`config.mk`:
```
export PLATFORM = sky130hd
export DESIGN_NAME = alarm_cmp_ram
export DESIGN_NICKNAME = d
export VERILOG_FILES = /design/src/rtl/alarm_cmp_pkg.sv /design/src/rtl/alarm_digit_store.sv /design/src/rtl/alarm_digit_cmp.sv /design/src/rtl/alarm_cmp_ram.sv
export SDC_FILE = /design/constraint.sdc
export NUM_CORES = 1
export LEC_CHECK = 0
export ABC_AREA = 1
export BUFFER_PORTS_ARGS = -buffer_cell sky130_fd_sc_hd__buf_2
export CAP_MARGIN = 20
export CORE_ASPECT_RATIO = 1.75
export CORE_MARGIN = 2
export CORE_UTILIZATION = 23
export DETAILED_ROUTE_END_ITERATION = 12
export GPL_TIMING_DRIVEN = 0
export PLACE_DENSITY = 0.44
export SYNTH_ARGS = -nofsm -noshare
export SYNTH_HDL_FRONTEND = slang
export SYNTH_HIERARCHICAL = 1
export SYNTH_SLANG_ARGS = --single-unit
```
`constraint.sdc`:
```
create_clock -name clk_i -period 1.4 [get_ports clk_i]
set_input_delay 0.14 -clock clk_i [delete_from_list [all_inputs] [get_ports clk_i]]
set_output_delay 0.14 -clock clk_i [all_outputs]
set_load 0.01 [all_outputs]
```
`src/rtl/alarm_cmp_pkg.sv`:
```
package alarm_cmp_pkg;
  localparam int unsigned DIGITS = 16;
  localparam int unsigned NIB_W  = 4;
  localparam int unsigned BYTE_W = 8;
  localparam int unsigned ADDRS  = DIGITS / 2;
  localparam int unsigned CNT_W  = DIGITS * NIB_W;

  // positions with no storage and no compare
  function automatic logic excluded(input int unsigned pos);
    return (pos == 0) || (pos == 11);
  endfunction

  // counter bits that carry information at each position
  function automatic logic [NIB_W-1:0] used_mask(input int unsigned pos);
    case (pos)
      5, 7, 10: used_mask = 4'h7;
      9, 13:    used_mask = 4'h3;
      15:       used_mask = 4'h1;
      default:  used_mask = 4'hF;
    endcase
  endfunction
endpackage

```
`src/rtl/alarm_digit_store.sv`:
```
module alarm_digit_store
  import alarm_cmp_pkg::*;
#(
  parameter int unsigned ADDR_W    = 5,
  parameter int unsigned BASE_ADDR = 8
) (
  input  logic              clk_i,
  input  logic              rst_ni,
  input  logic              wr_i,
  input  logic [ADDR_W-1:0] addr_i,
  input  logic [BYTE_W-1:0] wdata_i,
  output logic [BYTE_W-1:0] rdata_o,
  output logic [CNT_W-1:0]  ram_o
);
  localparam int unsigned IDX_W = $clog2(ADDRS);

  logic [ADDR_W-1:0] off;
  logic [IDX_W-1:0]  idx;
  logic              hit;
  logic [BYTE_W-1:0] keep;

  assign off = addr_i - ADDR_W'(BASE_ADDR);
  assign hit = (addr_i >= ADDR_W'(BASE_ADDR)) && (off < ADDR_W'(ADDRS));
  assign idx = off[IDX_W-1:0];

  for (genvar k = 0; k < DIGITS; k++) begin : g_dig
    if (excluded(k)) begin : g_none
      assign ram_o[k*NIB_W +: NIB_W] = '0;
    end else begin : g_reg
      logic [NIB_W-1:0] q;
      always_ff @(posedge clk_i or negedge rst_ni) begin
        if (!rst_ni) q <= '0;
        else if (wr_i && hit && idx == IDX_W'(k / 2)) q <= wdata_i[(k % 2)*NIB_W +: NIB_W];
      end
      assign ram_o[k*NIB_W +: NIB_W] = q;
    end
  end

  assign rdata_o = hit ? ram_o[{idx, 3'b000} +: BYTE_W] : '0;

  // nibbles that hold storage at the current address
  always_comb begin
    keep = 8'hFF;
    if (addr_i == ADDR_W'(BASE_ADDR))     keep = 8'hF0;
    if (addr_i == ADDR_W'(BASE_ADDR + 5)) keep = 8'h0F;
  end


  wr_rd_chk: assert property (@(posedge clk_i) disable iff (!rst_ni)
    (wr_i && hit) ##1 (addr_i == $past(addr_i)) |-> rdata_o == ($past(wdata_i) & keep));

  excl_lo_chk: assert property (@(posedge clk_i) disable iff (!rst_ni)
    (addr_i == ADDR_W'(BASE_ADDR)) |-> rdata_o[3:0] == 4'h0);

  excl_hi_chk: assert property (@(posedge clk_i) disable iff (!rst_ni)
    (addr_i == ADDR_W'(BASE_ADDR + 5)) |-> rdata_o[7:4] == 4'h0);

  oob_wr_chk: assert property (@(posedge clk_i) disable iff (!rst_ni)
    (wr_i && !hit) |=> $stable(ram_o));
endmodule

```
`src/rtl/alarm_digit_cmp.sv`:
```
module alarm_digit_cmp
  import alarm_cmp_pkg::*;
#(
  parameter int unsigned POS = 1
) (
  input  logic [NIB_W-1:0] ram_dig_i,
  input  logic [NIB_W-1:0] cnt_dig_i,
  output logic             hit_o
);
  if (excluded(POS)) begin : g_skip
    assign hit_o = 1'b1;
  end else begin : g_cmp
    logic wild;
    assign wild  = &ram_dig_i[NIB_W-1:NIB_W-2];
    // unused counter bits forced to zero before the compare
    assign hit_o = wild || (ram_dig_i == (cnt_dig_i & used_mask(POS)));
  end
endmodule

```
`src/rtl/alarm_cmp_ram.sv`:
```
module alarm_cmp_ram
  import alarm_cmp_pkg::*;
#(
  parameter int unsigned ADDR_W    = 5,
  parameter int unsigned BASE_ADDR = 8
) (
  input  logic              clk_i,
  input  logic              rst_ni,
  input  logic              wr_i,
  input  logic [ADDR_W-1:0] addr_i,
  input  logic [7:0]        wdata_i,
  output logic [7:0]        rdata_o,
  input  logic [63:0]       cnt_i,
  output logic              match_o
);
  logic [CNT_W-1:0]  ram_w;
  logic [DIGITS-1:0] hit_vec;
  logic [DIGITS-1:0] wild_vec;
  logic              match_q;

  alarm_digit_store #(
    .ADDR_W   (ADDR_W),
    .BASE_ADDR(BASE_ADDR)
  ) store_i (
    .clk_i  (clk_i),
    .rst_ni (rst_ni),
    .wr_i   (wr_i),
    .addr_i (addr_i),
    .wdata_i(wdata_i),
    .rdata_o(rdata_o),
    .ram_o  (ram_w)
  );

  for (genvar k = 0; k < DIGITS; k++) begin : g_pos
    alarm_digit_cmp #(.POS(k)) cmp_i (
      .ram_dig_i(ram_w[k*NIB_W +: NIB_W]),
      .cnt_dig_i(cnt_i[k*NIB_W +: NIB_W]),
      .hit_o    (hit_vec[k])
    );
    if (excluded(k)) begin : g_wx
      assign wild_vec[k] = 1'b1;
    end else begin : g_wd
      assign wild_vec[k] = ram_w[k*NIB_W + 3] & ram_w[k*NIB_W + 2];

      mismatch_chk: assert property (@(posedge clk_i) disable iff (!rst_ni)
        (!wild_vec[k] && ram_w[k*NIB_W +: NIB_W] != (cnt_i[k*NIB_W +: NIB_W] & used_mask(k)))
        |=> !match_o);
    end
  end

  always_ff @(posedge clk_i or negedge rst_ni) begin
    if (!rst_ni) match_q <= 1'b0;
    else         match_q <= &hit_vec;
  end

  assign match_o = match_q;


  all_wild_chk: assert property (@(posedge clk_i) disable iff (!rst_ni)
    (&wild_vec) |=> match_o);

  match_lat_chk: assert property (@(posedge clk_i) disable iff (!rst_ni)
    ($past(rst_ni) && match_o) |-> $past(&wild_vec) || $past(cnt_i[7:4] & 4'hF) == $past(ram_w[7:4]) || $past(ram_w[7] & ram_w[6]));
endmodule

```
Word level (Yosys, flattened, before mapping)
Index checks and enable logic that the tools add are counted.
Cells by class
  mux-type cells: 1
  shift operators: 1
  reduce and logical (&&, ||, !) cells: 40
  $add $sub $neg: 1
  eq/ne operators: 21
  $lt $le $gt $ge: 2
Operator list (count)
  indexed part select 64 x 7 -> 8 bit: 1
  equality test 4 bit: 8
  AND reduction 2 bit: 14
  logical OR 1 bit: 14
  AND reduction 14 bit: 1
  equality test 3 bit (second input constant): 4
  equality test 4 x 3 -> 1 bit: 3
  logical AND 1 bit: 10
  equality test 4 x 2 -> 1 bit: 2
  2-to-1 mux 8 bit: 1
  equality test 3 x 2 -> 1 bit (second input constant): 2
  >= comparator 5 x 4 -> 1 bit (second input constant): 1
  < comparator 5 x 4 -> 1 bit (second input constant): 1
  subtractor 5 x 4 -> 5 bit (second input constant): 1
  equality test 4 x 1 -> 1 bit: 1
  equality test 3 x 1 -> 1 bit (second input constant): 1
  logical NOT 3 bit: 1
Word-level totals
  output and inout bits: 9
  input port bits: 80
  word-level logic and storage cells: 81
  register bits after elaboration: 57

Logic depth before layout (Yosys ltp)
  depth in word-level cells: 5
  mapped depth: 10
  mapped depth without buffers: 10

Modules after synthesis
Netlist, hierarchy kept.
Modules (own cells, without submodules)
  alarm_digit_store: instances 1, cells each 384, seq. area each 1401.3 um^2, area an instance 2813.9 um^2
  alarm_digit_cmp at g_pos[12].cmp_i ...: instances 8, cells each 24, seq. area each 0.0 um^2, area an instance 90.1 um^2
  alarm_digit_cmp at g_pos[10].cmp_i ...: instances 3, cells each 20, seq. area each 0.0 um^2, area an instance 77.6 um^2
  alarm_digit_cmp at g_pos[13].cmp_i ...: instances 2, cells each 15, seq. area each 0.0 um^2, area an instance 57.6 um^2
  alarm_cmp_ram: instances 1, cells each 16, seq. area each 25.0 um^2, area an instance 81.3 um^2
  alarm_digit_cmp at g_pos[15].cmp_i: instances 1, cells each 12, seq. area each 0.0 um^2, area an instance 47.5 um^2
  alarm_digit_cmp at g_pos[0].cmp_i ...: instances 2, cells each 2, seq. area each 0.0 um^2, area an instance 11.3 um^2

Worst setup path after synthesis
OpenSTA, ideal clock, no wires.
  kind: input port to output port
  start point: input addr_i[1]
  end point: output rdata_o[5]
  stages: 7
  path slack: 225 ps
  arrival time: 1035 ps
  buffers on the path: 2
  required time: 1260 ps
  cells stage by stage: buf_4 -> nor2_1 -> buf_4 -> a21oi_1 -> nand2_1 -> nand2_1 -> nor2_1
Between the ends
  cells in the longest elaborated chain, start to end: 4
  elaborated cells on any way between the ends: 6
  those cells by class: 1 x add/sub; 2 x order compare; 1 x shift; 1 x mux; 1 x reduce/logical
Ends and longest elaborated chain
  start: declaration: RTL line alarm_cmp_ram.sv:10  | input logic [ADDR_W-1:0] addr_i,
  parallel branches: the longest is 3 deep, another holds subtractor 5 x 4 -> 5 bit
  2-to-1 mux 8 bit *: RTL line alarm_digit_store.sv:39  | assign rdata_o = hit ? ram_o[{idx, 3'b000} +: BYTE_W] : '0;
  end: declaration: RTL line alarm_cmp_ram.sv:12  | output logic [7:0] rdata_o,
Mark *: on every way between the ends.

Worst setup path in the final report
  start point: register store_i.g_dig[14].g_reg.q[2]
  end point: output rdata_o[2]
Between the ends
  cells in the longest elaborated chain, start to end: 2
Ends and longest elaborated chain
  start: declaration: RTL line alarm_digit_store.sv:30  | logic [NIB_W-1:0] q;
  start signal: assignment: RTL line alarm_digit_store.sv:33  | else if (wr_i && hit && idx == IDX_W'(k / 2)) q <= wdata_i[(k % 2)*NIB_W +: NIB_W];
  indexed part select 64 x 7 -> 8 bit: RTL line alarm_digit_store.sv:39
  2-to-1 mux 8 bit: RTL line alarm_digit_store.sv:39
No other way between the ends.

==> results.yml <==
layout:
  drive_gt1_share_pct: 24.79
  multiInputGateArea_sq_um: 2183
  seq_area_sq_um: 1434
  final_common_cell: "nand2_1"
  areaGrowthSynthToFinish_pct: 37.44
  final_cell_mix: "335 x nand2_1, 110 x inv_1, 72 x buf_2"
  final_nets: 895
  diodes: 0
  fillCellCount: 1939
clock_network:
  clk_pin_slew_ns: 0.05
  insertion_delay_ns: 0.33
  cts_made_buffers: 9
  htree_levels: 3
  cts_root_buf: "clkbuf_16"
  cts_sinks: 57
  clockBufferDepth: 2
  cts_tree: "yes"
setup_path:
  worstSetupEndpointType: "primary output"
  crit_required_ns: 1.26
  rrSetupSlack_ns: 0.05
  critPathLaunchType: "register"
  r2r_cells: 10
  crit_path_max_fanout: 5
  cp_data_arrival_time_ns: 1.33
  reg2reg_from: "store_i/g_dig[12].g_reg.q[1]"
  crit-reg2reg-capture: "match_o"
  crit_type: "register to primary output"
sta:
  rsz0062_at_grt: "yes"
  finClkSkew_ns: 0.006244
  fmaxAchievable_mhz: 681.2
  finalCritPeriodShare_pct: 104.9
  drv_slew: 0
  fin_hold_ws_ns: 0.1024
  fin_ws_ns: -0.06808
  finalSetupTns_ns: -0.2568
  setup_viol: 7
  final.min_clock_period_ns: 1.468
  hold_violations: 0
yosys:
  syn_inst: 689
  ys_warn_count: 6
  mappedNetlistArea_sq_um: 3970
  synth_nets: 769
  syn_avg_cell_area_sq_um: 5.762
power_and_ir_drop:
  leakagePower_nw: 3.169
  peakVddDrop_mv: 0.5888
  p_total_mw: 6.200
  p_per_area_nw_per_um2: 1136
drt:
  vias: 4289
  drt_iter0_drc: 175
  wirelength_um: 13980
  drt_first_pass_iters: 7
  ant_nets: 0
  drcViolationCount: 0
  routedWlPerCell_um: 13.36
  viasPerCell: 4.100
floorplanning:
  ioPinCount: 89
  start_util_pct: 23.43
  placement_rows: 63
  fp.dieH_um: 177.8
  die_area_sq_um: 18370
  core-area_sq_um: 16950
  die_x_um: 103.3
global_routing:
  grt_max_degree: 25
  grt_first_pass_wirelength_um: 21620
  grt_overflow: 0
  grt_pass1_vias: 4113
  grt.total_usage_pct: 16.09
  grt_antenna_before_repair: 0
worst_hold_path:
  min_path_type: "input pin to register"
  min_path_cells: 3
  hold_start: "wdata_i[6]"
  holdPathEnd: "store_i/g_dig[15].g_reg.q[2]"
place:
  io_buffers: 69
  hpwl_um: 10860
  dp_slack_ns: -0.3919
  gp_congestion: 0.8482
status:
  violations: "setup timing"
  status: "finished, violations left"
job:
  drv_cap: 0
[area by class of cell]
class | instances | share of cell area, %
Sequential cell | 57 | 26.28
Buffer | 14 | 1.812
Multi-Input combinational cell | 504 | 40.01
Clock inverter | 6 | 1.101
Inverter | 114 | 7.842
Timing Repair Buffer | 115 | 13.62
Tap cell | 227 | 5.205
Clock buffer | 9 | 4.127
[worst max-delay path, stage by stage, from the launching register on]
cell and delay [ns]:
dfrtp_1 0.42, nand3_1 0.13, nand3_2 0.11, nor2_4 0.14, nor2_2 0.06, buf_2 0.13
[sequential cells by signal, summed over array words and instances (netlist names)]
register,count
match_o,1
store_i/g_dig.g_reg.q,56
[metrics by stage]
step                util (%)  cells  area, sq um
floorplan                  -    689         3970
global placement       27.14    985         4599
detailed placement     27.42    987         4647
CTS                    31.40   1039         5321
global route           32.20   1046         5456
finish                 32.20   1046         5456
[worst max path at each step]
stage | from | end | slack [ns] | cells past startpoint
2_1_floorplan | addr_i[1] | rdata_o[5] | 0.22 | 7
3_3_place_gp | addr_i[1] | rdata_o[7] | -0.40 | 9
3_5_place_dp | addr_i[1] | rdata_o[7] | -0.39 | 9
4_1_cts | store_i/g_dig[4].g_reg.q[2] | rdata_o[2] | -0.09 | 7
5_1_grt | store_i/g_dig[4].g_reg.q[2] | rdata_o[2] | -0.15 | 7
6_report | store_i/g_dig[14].g_reg.q[2] | rdata_o[2] | -0.07 | 5
[power by group]
part | total (mW) | internal [mW] | switching, mW
clock network | 2.12 | 1.35 | 0.770
registers | 2.25 | 1.96 | 0.289
logic | 1.83 | 0.832 | 0.998
total | 6.20 | 4.14 | 2.06
[timing repair]
| action | CTS | global route |
|---|---|---|
| pin swaps | 11 | 26 |
| hold endpoints to repair | 14 | 0 |
| gates cloned | 0 | 1 |
| resized for setup | 35 | 29 |
| setup endpoints to repair | 9 | 9 |
| setup buffers | 36 | 7 |
| hold buffers | 1 | 0 |
[metal layers]
layer | wire length [um] | GRT usage (%) | part of all wire (%)
met4 | 486 | 6.634 | 3.5
met3 | 469 | 2.481 | 3.4
met1 | 5290 | 17.28 | 38
met2 | 7729 | 30.25 | 55
met5 | 0 | 0 | 0
Note: power is estimated with default switching activity, not from simulation.
